**config.mk**
```make
export PLATFORM = sky130hd
export DESIGN_NAME = mem_decoder_regbank
export DESIGN_NICKNAME = d
export VERILOG_FILES = /design/src/rtl/mdrb_pkg.sv /design/src/rtl/mdrb_addr_dec.sv /design/src/rtl/mdrb_global_regs.sv /design/src/rtl/mdrb_decoder_slot.sv /design/src/rtl/mem_decoder_regbank.sv
export SDC_FILE = /design/constraint.sdc
export NUM_CORES = 1
export LEC_CHECK = 0
export BUFFER_PORTS_ARGS = -buffer_cell sky130_fd_sc_hd__buf_4
export CORE_MARGIN = 2
export CORE_UTILIZATION = 55
export DETAILED_ROUTE_END_ITERATION = 12
export GPL_ROUTABILITY_DRIVEN = 0
export PLACE_DENSITY = 0.72
export SETUP_SLACK_MARGIN = 0.4
export SYNTH_ARGS = -nofsm -noshare
export SYNTH_HDL_FRONTEND = slang
export SYNTH_SLANG_ARGS = --single-unit
```
**constraint.sdc**
```tcl
create_clock -name clk -period 3.85 [get_ports clk]
set_input_delay 0.77 -clock clk [delete_from_list [all_inputs] [get_ports clk]]
set_output_delay 0.77 -clock clk [all_outputs]
set_load 0.02 [all_outputs]
```
**src/rtl/mdrb_pkg.sv**
```systemverilog
package mdrb_pkg;

  localparam int DW         = 32;
  localparam int SLOT_WORDS = 7;

  typedef enum logic [2:0] {
    W_BASE_LO = 3'd0,
    W_BASE_HI = 3'd1,
    W_SIZE_LO = 3'd2,
    W_SIZE_HI = 3'd3,
    W_CTRL    = 3'd4,
    W_TGT_LO  = 3'd5,
    W_TGT_HI  = 3'd6
  } slot_word_e;

  localparam int CTRL_REQ_BIT  = 9;
  localparam int CTRL_DONE_BIT = 10;
  localparam int CTRL_ERR_BIT  = 11;

  localparam logic [1:0] SZ_4B = 2'd2;

  function automatic logic [DW-1:0] slot_wmask(logic [2:0] w, logic endpoint);
    logic [DW-1:0] m;
    case (w)
      W_BASE_LO, W_SIZE_LO: m = 32'hF000_0000;
      W_BASE_HI, W_SIZE_HI,
      W_TGT_HI:             m = 32'hFFFF_FFFF;
      W_CTRL:               m = 32'h0000_13FF;
      W_TGT_LO:             m = endpoint ? 32'hF000_0000 : 32'hFFFF_FFFF;
      default:              m = '0;
    endcase
    return m;
  endfunction

  function automatic logic [3:0] count_code(int n);
    logic [3:0] c;
    if (n <= 1)       c = 4'h0;
    else if (n <= 2)  c = 4'h1;
    else if (n <= 4)  c = 4'h2;
    else if (n <= 6)  c = 4'h3;
    else if (n <= 8)  c = 4'h4;
    else if (n <= 10) c = 4'h5;
    else if (n <= 12) c = 4'h6;
    else if (n <= 14) c = 4'h7;
    else if (n <= 16) c = 4'h8;
    else if (n <= 20) c = 4'h9;
    else if (n <= 24) c = 4'hA;
    else if (n <= 28) c = 4'hB;
    else              c = 4'hC;
    return c;
  endfunction

endpackage

```
**src/rtl/mdrb_addr_dec.sv**
```systemverilog
module mdrb_addr_dec #(
  parameter int ADDR_W   = 12,
  parameter int NUM_DEC  = 4,
  parameter int DEC_BASE = 16
) (
  input  logic [ADDR_W-1:0]  addr,
  input  logic [1:0]         size,
  output logic               cap_hit,
  output logic               gctl_hit,
  output logic [NUM_DEC-1:0] slot_hit,
  output logic [2:0]         word
);
  import mdrb_pkg::*;

  localparam int WA_W      = ADDR_W - 2;
  localparam int STRIDE_WL = 3;
  localparam logic [WA_W-1:0] BASE_W  = WA_W'(DEC_BASE / 4);
  localparam logic [WA_W-1:0] SPAN_W  = WA_W'(NUM_DEC * (1 << STRIDE_WL));

  logic            acc_ok;
  logic [WA_W-1:0] waddr;
  logic [WA_W-1:0] offw;
  logic            in_dec;
  logic            word_ok;

  always_comb begin
    acc_ok  = (size == SZ_4B) && (addr[1:0] == 2'b00);
    waddr   = addr[ADDR_W-1:2];
    offw    = waddr - BASE_W;
    in_dec  = (waddr >= BASE_W) && (offw < SPAN_W);
    word    = offw[STRIDE_WL-1:0];
    word_ok = (word < 3'(SLOT_WORDS));
    cap_hit  = acc_ok && (waddr == WA_W'(0));
    gctl_hit = acc_ok && (waddr == WA_W'(1));
  end

  for (genvar i = 0; i < NUM_DEC; i++) begin : g_hit
    assign slot_hit[i] = acc_ok && in_dec && word_ok &&
                         (offw[WA_W-1:STRIDE_WL] == (WA_W-STRIDE_WL)'(i));
  end

endmodule

```
**src/rtl/mdrb_global_regs.sv**
```systemverilog
module mdrb_global_regs #(
  parameter int NUM_DEC = 4
) (
  input  logic        clk,
  input  logic        rst_n,
  input  logic        wr_en,
  input  logic [1:0]  wdata_lo,
  output logic [31:0] cap_o,
  output logic [31:0] gctl_o
);
  import mdrb_pkg::*;

  localparam logic [3:0] CNT_CODE = count_code(NUM_DEC);

  logic [1:0] gctl_d;
  logic [1:0] gctl_q;

  always_comb begin
    gctl_d = gctl_q;
    if (wr_en) gctl_d = wdata_lo;
  end

  always_ff @(posedge clk or negedge rst_n) begin
    if (!rst_n)     gctl_q <= 2'b00;
    else if (wr_en) gctl_q <= gctl_d;
  end

  // bits: [3:0] count code, [7:4] target count, [8] 256B, [9] 4KiB, [10] poison
  assign cap_o  = {21'd0, 1'b0, 1'b1, 1'b1, 4'h1, CNT_CODE};
  assign gctl_o = {30'd0, gctl_q};

  AST_GCTL_TAKES_LOW: assert property (@(posedge clk) disable iff (!rst_n)
    wr_en |=> gctl_q == $past(wdata_lo));

endmodule

```
**src/rtl/mdrb_decoder_slot.sv**
```systemverilog
module mdrb_decoder_slot #(
  parameter bit ENDPOINT = 1'b1
) (
  input  logic        clk,
  input  logic        rst_n,
  input  logic        wr_en,
  input  logic [2:0]  word,
  input  logic [31:0] wdata,
  output logic [31:0] rd_word
);
  import mdrb_pkg::*;

  logic [31:0] regs_q [SLOT_WORDS];
  logic [31:0] regs_d [SLOT_WORDS];
  logic [31:0] mask;
  logic [31:0] merged;

  always_comb begin
    mask   = '0;
    merged = '0;
    for (int w = 0; w < SLOT_WORDS; w++) begin
      regs_d[w] = regs_q[w];
      if (wr_en && (word == 3'(w))) begin
        mask      = slot_wmask(3'(w), ENDPOINT);
        merged    = (wdata & mask) | (regs_q[w] & ~mask);
        regs_d[w] = merged;
        if (3'(w) == W_CTRL) begin
          regs_d[w][CTRL_DONE_BIT] = merged[CTRL_REQ_BIT];
          regs_d[w][CTRL_ERR_BIT]  = 1'b0;
        end
      end
    end
  end

  always_ff @(posedge clk or negedge rst_n) begin
    if (!rst_n) begin
      for (int w = 0; w < SLOT_WORDS; w++) regs_q[w] <= '0;
    end else if (wr_en) begin
      for (int w = 0; w < SLOT_WORDS; w++) regs_q[w] <= regs_d[w];
    end
  end

  always_comb begin
    rd_word = '0;
    for (int w = 0; w < SLOT_WORDS; w++)
      if (word == 3'(w)) rd_word = regs_q[w];
  end

  AST_BASE_LO_RO_KEPT: assert property (@(posedge clk) disable iff (!rst_n)
    wr_en && word == W_BASE_LO |=> regs_q[W_BASE_LO][27:0] == $past(regs_q[W_BASE_LO][27:0]));
  AST_COMMIT_SETS_DONE: assert property (@(posedge clk) disable iff (!rst_n)
    wr_en && word == W_CTRL && wdata[CTRL_REQ_BIT]
    |=> regs_q[W_CTRL][CTRL_DONE_BIT] && !regs_q[W_CTRL][CTRL_ERR_BIT]);
  AST_UNCOMMIT_CLEARS: assert property (@(posedge clk) disable iff (!rst_n)
    wr_en && word == W_CTRL && !wdata[CTRL_REQ_BIT]
    |=> !regs_q[W_CTRL][CTRL_DONE_BIT] && !regs_q[W_CTRL][CTRL_ERR_BIT]);
  AST_IDLE_SLOT_STABLE: assert property (@(posedge clk) disable iff (!rst_n)
    !wr_en |=> regs_q[W_CTRL] == $past(regs_q[W_CTRL]));

endmodule

```
**src/rtl/mem_decoder_regbank.sv**
```systemverilog
module mem_decoder_regbank #(
  parameter int ADDR_W   = 12,
  parameter int NUM_DEC  = 4,
  parameter bit ENDPOINT = 1'b1
) (
  input  logic              clk,
  input  logic              rst_n,
  input  logic [ADDR_W-1:0] addr,
  input  logic [31:0]       wdata,
  input  logic              we,
  input  logic              re,
  input  logic [1:0]        size,
  output logic [31:0]       rdata
);
  import mdrb_pkg::*;

  localparam int DEC_BASE = 16;

  logic               cap_hit;
  logic               gctl_hit;
  logic [NUM_DEC-1:0] slot_hit;
  logic [2:0]         word;
  logic [31:0]        cap_v;
  logic [31:0]        gctl_v;
  logic [31:0]        slot_rd [NUM_DEC];
  logic [31:0]        rd_sel;
  logic [31:0]        rdata_d;
  logic [31:0]        rdata_q;
  logic               any_hit;

  mdrb_addr_dec #(
    .ADDR_W  (ADDR_W),
    .NUM_DEC (NUM_DEC),
    .DEC_BASE(DEC_BASE)
  ) u_dec (
    .addr    (addr),
    .size    (size),
    .cap_hit (cap_hit),
    .gctl_hit(gctl_hit),
    .slot_hit(slot_hit),
    .word    (word)
  );

  mdrb_global_regs #(
    .NUM_DEC(NUM_DEC)
  ) u_glb (
    .clk     (clk),
    .rst_n   (rst_n),
    .wr_en   (we && gctl_hit),
    .wdata_lo(wdata[1:0]),
    .cap_o   (cap_v),
    .gctl_o  (gctl_v)
  );

  for (genvar i = 0; i < NUM_DEC; i++) begin : g_slot
    mdrb_decoder_slot #(
      .ENDPOINT(ENDPOINT)
    ) u_slot (
      .clk    (clk),
      .rst_n  (rst_n),
      .wr_en  (we && slot_hit[i]),
      .word   (word),
      .wdata  (wdata),
      .rd_word(slot_rd[i])
    );
  end

  always_comb begin
    rd_sel = '0;
    if (cap_hit)  rd_sel = rd_sel | cap_v;
    if (gctl_hit) rd_sel = rd_sel | gctl_v;
    for (int i = 0; i < NUM_DEC; i++)
      if (slot_hit[i]) rd_sel = rd_sel | slot_rd[i];
    any_hit = cap_hit || gctl_hit || (|slot_hit);
    rdata_d = re ? rd_sel : rdata_q;
  end

  always_ff @(posedge clk or negedge rst_n) begin
    if (!rst_n)  rdata_q <= '0;
    else if (re) rdata_q <= rdata_d;
  end

  assign rdata = rdata_q;

  AST_ONE_TARGET: assert property (@(posedge clk) disable iff (!rst_n)
    $onehot0({cap_hit, gctl_hit, slot_hit}));
  AST_WIDE_READ_ZERO: assert property (@(posedge clk) disable iff (!rst_n)
    re && size != SZ_4B |=> rdata == 32'd0);
  AST_HOLE_READ_ZERO: assert property (@(posedge clk) disable iff (!rst_n)
    re && !any_hit |=> rdata == 32'd0);
  AST_RDATA_HOLD: assert property (@(posedge clk) disable iff (!rst_n)
    !re |=> $stable(rdata));

endmodule

```
==> results of run 1 <==
==> report_power, final <==
part	total [W]	switching (W)	internal (W)	leakage [nW]
sequential	0.00538	0.00000882	0.00537	7.12
combinational	0.000749	0.000537	0.000212	4.98
clock	0.00514	0.00211	0.00303	0.884
==> placed cells by master (no fill, tap or decap), types with 4 or more instances in the layout <==
cell type | netlist | routed
nor2b_1 | 8 | 8
clkbuf_8 | 0 | 15
nand2_1 | 23 | 23
a22oi_1 | 69 | 69
a221oi_1 | 106 | 106
mux4_2 | 11 | 11
clkinv_2 | 0 | 12
a21oi_1 | 57 | 57
o2bb2ai_1 | 15 | 15
dfrtp_1 | 510 | 510
nor2_4 | 3 | 7
buf_4 | 20 | 136
nand3_2 | 8 | 10
a211oi_1 | 9 | 9
nor3_1 | 12 | 12
buf_12 | 0 | 19
nor2_1 | 37 | 35
clkbuf_16 | 0 | 55
o32a_1 | 10 | 10
clkbuf_1 | 103 | 12
mux2_2 | 244 | 244
nand2b_1 | 5 | 4
nand3_1 | 10 | 8
o21ai_0 | 18 | 18
mux2i_1 | 18 | 18
a22o_1 | 85 | 85
mux2_1 | 234 | 234
==> cells by family after synthesis <==
group	Yosys count	share of synthesized area
fa+ha+maj	2	0.00107
compound gates	393	0.132
mux	507	0.249
buf+inv	174	0.0353
xor+xnor	2	0.00107
flops	510	0.548
simple gates	133	0.0334
==> metal layers <==
metal,global-route usage,up-vias
li1,-,6658
met1,0.384,8121
met2,0.427,511
met3,0.0443,129
met4,0.101,0
met5,0,-
==> through the flow <==
step                      worst slack (ns)  hold WS [ns]  total power [W]  instances  utilization
after floorplan                      0.557         0.453          0.00583       1721            -
after global placement               0.413         0.464          0.00622       2247        0.589
after detailed placement             0.299         0.474          0.00623       2247        0.589
after CTS                            0.913         0.245           0.0114       2345        0.632
after global routing                 0.652         0.272           0.0116       2346        0.632
final                                0.876         0.222           0.0113       2348        0.632
==> layout make-up <==
class	count	area [um2]	share of cell area
diodes	3	7.51	0.000284
clock buffers	82	1630	0.0616
clock inverters	16	138	0.00521
inverters	4	15.0	0.000568
multi-input cells	1037	9790	0.370
flip-flops and latches	510	12800	0.483
well taps	539	674	0.0255
repair buffers	157	1430	0.0540
==> worst max path at each step <==
stage | slack (ns) | to | start
5_1_grt | 0.65 | g_slot[3].u_slot.regs_q[2] | addr[4]
6_report | 0.88 | g_slot[3].u_slot.regs_q[2] | addr[4]
3_3_place_gp | 0.41 | g_slot[3].u_slot.regs_q[12] | addr[4]
2_1_floorplan | 0.56 | g_slot[0].u_slot.regs_q[65] | addr[4]
4_1_cts | 0.91 | g_slot[3].u_slot.regs_q[2] | addr[4]
3_5_place_dp | 0.30 | g_slot[3].u_slot.regs_q[12] | addr[4]
==> sequential cells by signal, summed over array words and instances (netlist names) <==
register,flops
g_slot.u_slot.regs_q,476
rdata,32
u_glb.gctl_q,2
==> critical path, cell delays in order <==
cell	delay, ns
buf_4	0.13
clkinv_1	0.09
ha_1	0.22
or2_1	0.22
a211oi_2	0.31
o2111ai_2	0.33
nor3_4	0.32
nand3_2	0.36
buf_12	0.31
mux2_1	0.33
==> flow_summary.ini, run 1 <==
[routing]
met1_length_mm = 25.5
drt-vias-per-instance = 6.57
drc = 0
drtIter0Drc = 1487
ant_nets = 0
dr.pass1.iters = 6
highest_layer = met4
wl_mm = 58.4
wl_met2_mm = 27.4
num_vias = 15419
wl_per_cell_um = 24.9
dr_wl_met3_mm = 3.49

[sta]
maxSlewViolCount = 0
fin_skew_ns = 0.0100
fin_tns_setup_ns = 0
min_period_ns = 2.97
rsz0062_at_grt = no
setup_viol = 0
tightest_slew_ns = 0.846
finalCritPeriodShare = 0.772
slew_headroom = 0.435
finalHoldViolations = 0
max_freq_ghz = 0.336

[yosys]
synthCells = 1721
synthDistinctLibCells = 65
synth_commonest_cells = dfrtp_1, mux2_2, mux2_1
async_reset_ff_frac = 1.00
synth_area_leader_cell = dfrtp_1
yosys_warnings = 0
synth_top_cell_area_share = 0.548
yosys_most_used_dff = dfrtp_1
ys_ff_latch = 510
synth_area_leaders = dfrtp_1, mux2_2, mux2_1
synth_edf_count = 0
avgSynthCellArea_um2 = 13.5
synth.most_common_cell = dfrtp_1
syn-num-nets = 1773
syn-cell-area_um2 = 23300
ys_seq_area_frac = 0.548

[pwr]
p_leak_nw = 13.0
power.density_nw_per_um2 = 426
irDropWorstVdd_v = 0.000319

[grt]
grt_overflow = 0
first_global_vias = 15879
antenna_found_initial = 1
grt_pass1_wl_mm = 92.8
grt_max_degree = 93
grt_usage = 0.272

[floorplan]
num_rows = 75
core-area_um2 = 41900
io_pins = 82
start_util = 0.557
die_y_um = 210
die_w_um = 210
die_area_um2 = 44000

[final_layout]
drive_gt1_frac = 0.297
finalInstanceArea_um2 = 26400
nets = 1815
nFillCells = 3151
syn2layout_area_growth_pct = 13.5

[flow_run]
drv_cap = 0

[clocking]
cts_tree = done
cts_max_path_buffers = 3
path_clk_slew_ns = 0.06
cts_max_level = 2
clkSinkCount = 510
cts.repair.resized = 0
cts_setup_buffers = 0
cts_hold_buf = 0
root_buffer = clkbuf_16
cts_made_buffers = 53
clk_latency_ns = 0.59

[worst_setup_path]
rrSetupSlack_ns = 2.09
reg2reg_depth = 4
cp-end-kind = register
cp-start-kind = primary input
critPathMaxFanout = 25
crit_arrival_ns = 3.44
critPathRequiredTime_ns = 4.31
reg2reg_from = g_slot[3].u_slot.regs_q[126]
r2r-end = rdata[30]
setup.worst_path.class = primary input to register

[placed_design]
io_buffers = 81
postPlaceCellArea_um2 = 24700
dp_hpwl_mm = 34.9

[worst_hold_path]
hold_path_class = primary input to asynchronous set/reset pin

[outcome]
outcome = complete, no violations
Power figures use the tool's default switching activity.
==> run 2, diff against run 1 <==
Clock period 3.85 ns to 3.1 ns, I/O delays scaled along.
==> run 2 against run 1 <==
  * Clock power is 26% higher
  * Via count shrank 0.32%
  * Final area increased by 1.4%
  * Clock skew is 0.012 ns higher
  * Setup slack worse by 0.31 ns
  * Utilization increased by 0.91 points
  * Critical path type unchanged
==> flow_summary.ini, run 2 (synthesized netlist as in run 1, its figures left out) <==
[outcome]
outcome = complete, no violations

[sta]
rsz0062_at_grt = no
min_period_ns = 2.54
finalHoldViolations = 0
finalCritPeriodShare = 0.819
slew_headroom = 0.577
maxSlewViolCount = 0
max_freq_ghz = 0.394
setup_viol = 0
tightest_slew_ns = 0.635
setup_slack_ns = 0.562
fin_skew_ns = 0.0222
whs_ns = 0.0205

[pwr]
irDropWorstVdd_v = 0.000510
power_w = 0.0141
power.density_nw_per_um2 = 526
p_leak_nw = 13.2

[floorplan]
die_area_um2 = 44000
num_rows = 75
core-area_um2 = 41900
start_util = 0.557
io_pins = 82
die_y_um = 210
die_w_um = 210

[routing]
drtIter0Drc = 1246
dr.pass1.iters = 5
wl_per_cell_um = 24.8
num_vias = 15370
wl_mm = 58.7
drc = 0
drt-vias-per-instance = 6.49
ant_nets = 0

[grt]
grt_max_degree = 94
antenna_found_initial = 0
grt_pass1_wl_mm = 94.1
grt_usage = 0.273
first_global_vias = 16321
grt_overflow = 0

[worst_setup_path]
cp_top_family = simple AND/OR/NAND/NOR gates
path_cells = buf_4 -> clkinv_8 -> ha_4 -> or2_1 -> a211oi_2 -> o2111ai_2 -> or2_4 -> nor2_4 -> buf_4 -> mux2_1
critPathRequiredTime_ns = 3.56
worst-path-buf-inv = 3
startpoint = addr[4]
worst_path_largest_cell_delay_ns = 0.39
slowest_stage = or2_4
crit_top_cell = buf_4
critPathMaxFanout = 10
cp-end-kind = register
crit_arrival_ns = 3.00
reg2reg_from = g_slot[1].u_slot.regs_q[223]
rrSetupSlack_ns = 1.29
setup.worst_path.class = primary input to register
cp-start-kind = primary input

[clocking]
cts_max_path_buffers = 3
root_buffer = clkbuf_16
cts_max_level = 2
cts_setup_buffers = 0
path_clk_slew_ns = 0.06
clkSinkCount = 510
cts_tree = done
clk_latency_ns = 0.60
cts_made_buffers = 53
cts.repair.resized = 0
cts_hold_buf = 0

[placed_design]
io_buffers = 81
dp_hpwl_mm = 36.1
dpl_worst_slack_ns = -0.0313

[worst_hold_path]
hold_path_class = primary input to asynchronous set/reset pin

[final_layout]
syn2layout_area_growth_pct = 15.1
nFillCells = 3105
drive_gt1_frac = 0.309
final_common_cell = dfrtp_1
nets = 1837
final_cell_mix = dfrtp_1, mux2_2, mux2_1
largest_reg_flops = 476
top_register = g_slot.u_slot.regs_q

[flow_run]
drv_cap = 0
## run 2: changes by cell type in the layout (fill, tap and decap cells not counted), moves of 2 or more
cell	before	now
buf_12	19	31
clkbuf_1	12	8
clkinvlp_4	0	2
buf_4	136	146
clkbuf_8	15	18
diode_2	3	1
## run 2: final cells by class
cell class,count,area (um2),share of cell area
flip-flops and latches,510,12800,0.476
multi-input cells,1037,9810,0.366
repair buffers,179,1740,0.0650
clock buffers,81,1650,0.0617
well taps,539,674,0.0251
clock inverters,17,148,0.00551
inverters,4,27.5,0.00103
diodes,1,2.50,0.0000933
## run 2: through the flow
| step | setup TNS, ns | util | instance area (um2) | instances |
|---|---|---|---|---|
| 5_1_grt | 0 | 0.641 | 26800 | 2367 |
| 3_3_place_gp | 0 | 0.598 | 25000 | 2269 |
| 2_1_floorplan | 0 | - | 23400 | 1721 |
| 4_1_cts | 0 | 0.641 | 26800 | 2367 |
| 6_report | 0 | 0.641 | 26800 | 2368 |
| 3_5_place_dp | -0.294 | 0.598 | 25000 | 2269 |
## run 2: worst paths after layout
check	cells past startpoint	endpoint
setup / recovery	10	g_slot[0].u_slot.regs_q[13]
hold / removal	1	rdata[14]
setup reg to reg	5	rdata[31]
hold reg to reg	1	g_slot[2].u_slot.regs_q[72]
max in group asynchronous	2	g_slot[2].u_slot.regs_q[120]
min in group clk	2	g_slot[3].u_slot.regs_q[171]
## run 2: power by group
| part | internal (W) | switching (W) | total, W |
|---|---|---|---|
| Sequential | 0.00667 | 0.0000102 | 0.00668 |
| Clock | 0.00383 | 0.00264 | 0.00647 |
| Combinational | 0.000283 | 0.000672 | 0.000955 |
| Total | 0.0108 | 0.00332 | 0.0141 |
## run 2: layer usage
layer / vias to the layer above / routed length, um / global-route usage
met1: 8079 / 25800 / 0.384
li1: 6669 / - / -
met5: - / 0 / 0
met4: 0 / 1560 / 0.0883
met3: 110 / 3190 / 0.0422
met2: 512 / 28200 / 0.441
==> run 3, diff against run 2 <==
Settings changed: PLACE_DENSITY 0.72 to 0.75.
Clock period 3.1 ns to 2.1 ns, I/O delays scaled along.
==> run 3 against run 2 <==
  * The flow now finishes with violations (setup timing)
  * Final cell count increased by 6.1%
  * Clock skew shrank 0.0076 ns
  * Largest power group unchanged
  * Die area is the same
  * Total power rose by 51%
  * Critical endpoint is now g_slot[0].u_slot.regs_q[190]
  * Clock power is 48% higher
  * Final area is 12% higher
==> flow_summary.ini, run 3 (synthesized netlist as in run 1, its figures left out) <==
[final_layout]
syn2layout_area_growth_pct = 29.0
top_register = g_slot.u_slot.regs_q
layout.cells.non_filler = 2512
drive_gt1_frac = 0.457
largest_reg_flops = 476
diodes = 0
final_common_cell = dfrtp_1
nets = 1983
final_cell_mix = dfrtp_1, buf_4, mux2_4

[worst_setup_path]
reg2reg_depth = 5
crit_arrival_ns = 2.59
setup.worst_path.class = primary input to register
critPathRequiredTime_ns = 2.58
cp-end-kind = register
cp-start-kind = primary input
critPathMaxFanout = 19

[placed_design]
dp_cells = 2368
dp_hpwl_mm = 39.3
dpl_worst_slack_ns = -0.621
io_buffers = 81

[sta]
finalCritPeriodShare = 1.00
maxSlewViolCount = 0
finalHoldViolations = 0
slew_headroom = 0.401
min_period_ns = 2.10
fin_skew_ns = 0.0145
setup_viol = 3
rsz0062_at_grt = yes
setup_slack_ns = -0.00385
max_freq_ghz = 0.475
fin_tns_setup_ns = -0.00651
tightest_slew_ns = 0.891

[floorplan]
core-area_um2 = 41900
die_y_um = 210
num_rows = 75
die_area_um2 = 44000
start_util = 0.557
io_pins = 82
die_w_um = 210

[grt]
grt_overflow = 0
first_global_vias = 17925
grt_usage = 0.313
antenna_found_initial = 0
grt_pass1_wl_mm = 106
grt_max_degree = 82

[pwr]
switching_power_w = 0.00516
p_leak_nw = 14.5
internal_power_w = 0.0161
switching_share = 0.243
irDropWorstVdd_v = 0.000594
combPwrFrac = 0.084
power_w = 0.0213
clkPwrFrac = 0.452
power.density_nw_per_um2 = 707
pwr-share-seq = 0.464

[routing]
dr.pass1.iters = 7
drt-vias-per-instance = 6.71
drtIter0Drc = 1736
ant_nets = 0
wl_mm = 70.5
num_vias = 16859
wl_per_cell_um = 28.1
drc = 0

[clocking]
clkSinkCount = 510
root_buffer = clkbuf_16
cts_tree = done
path_clk_slew_ns = 0.07
cts_max_level = 2
cts_made_buffers = 51
cts_max_path_buffers = 3
clk_latency_ns = 0.60

[outcome]
violations = setup timing
outcome = finished with violations

[worst_hold_path]
hold_path_class = primary input to register
whs_path_depth = 2

[flow_run]
drv_cap = 0
run 3: cell count changes in the layout (fill, tap and decap cells not counted), sizes merged:
cell         before  now
buf             179  322
bufinv            2    6
clkbuf           81   78
clkinv           12   13
clkinvlp          2    1
diode             1    0
dlygate4sd3       0    1
run 3: layout make-up:
cell class	instances	area (um2)
Clock buffer	74	1470
Inverter	4	35.0
Fill cell	2536	11800
Clock inverter	21	277
Sequential cell	510	12800
Multi-Input combinational cell	1037	11100
Timing Repair Buffer	327	3730
Tap cell	539	674
run 3: repair_timing:
action,4_1_cts,5_1_grt
gates resized for setup,203,103
pin swaps,11,5
endpoints found under the setup margin,508,508
setup buffers,24,7
hold buffers,1,0
endpoints found under the hold margin,29,0
cloned,13,4
run 3: power by group through the flow:
stage,clock network (W),logic [W],registers (W)
6_report,0.00960,0.00179,0.00986
5_1_grt,0.0101,0.00189,0.00986
4_1_cts,0.00964,0.00172,0.00986
3_5_place_dp,0,0.00162,0.0100
3_3_place_gp,0,0.00159,0.0100
2_1_floorplan,0,0.000674,0.0101
run 3: worst paths after layout:
| path | start | slack, ns | endpoint |
|---|---|---|---|
| max | addr[4] | -0.004 | g_slot[0].u_slot.regs_q[190] |
| min | wdata[14] | 0.13 | g_slot[3].u_slot.regs_q[14] |
| max reg2reg | g_slot[0].u_slot.regs_q[191] | 0.28 | rdata[31] |
| min reg2reg | g_slot[2].u_slot.regs_q[187] | 0.49 | g_slot[2].u_slot.regs_q[187] |
| max in group asynchronous | rst_n | 0.94 | g_slot[1].u_slot.regs_q[191] |
| min in group asynchronous | rst_n | 0.32 | g_slot[3].u_slot.regs_q[176] |
run 3: layer usage:
| layer | track usage | share of wire | vias up |
|---|---|---|---|
| met5 | 0 | 0 | - |
| met4 | 0.136 | 0.044 | 0 |
| met3 | 0.0661 | 0.079 | 230 |
| met2 | 0.493 | 0.48 | 816 |
| met1 | 0.421 | 0.40 | 8833 |
| li1 | - | - | 6980 |
run 3: critical path, cell delays in order:
cell and delay [ns]:
buf_8 0.09, clkinv_8 0.04, ha_4 0.15, or2_4 0.23, a211oi_4 0.27, o2111ai_4 0.23
or2_4 0.36, nor2_4 0.20, buf_12 0.22, mux2_1 0.36
run 3: per-stage QoR:
stage / instance area [um2] / hold WS, ns / util
floorplan: 23900 / 0.124 / -
global placement: 26300 / 0.369 / 0.629
detailed placement: 26300 / 0.371 / 0.629
CTS: 29500 / 0.117 / 0.704
global route: 30100 / 0.135 / 0.718
finish: 30100 / 0.130 / 0.718
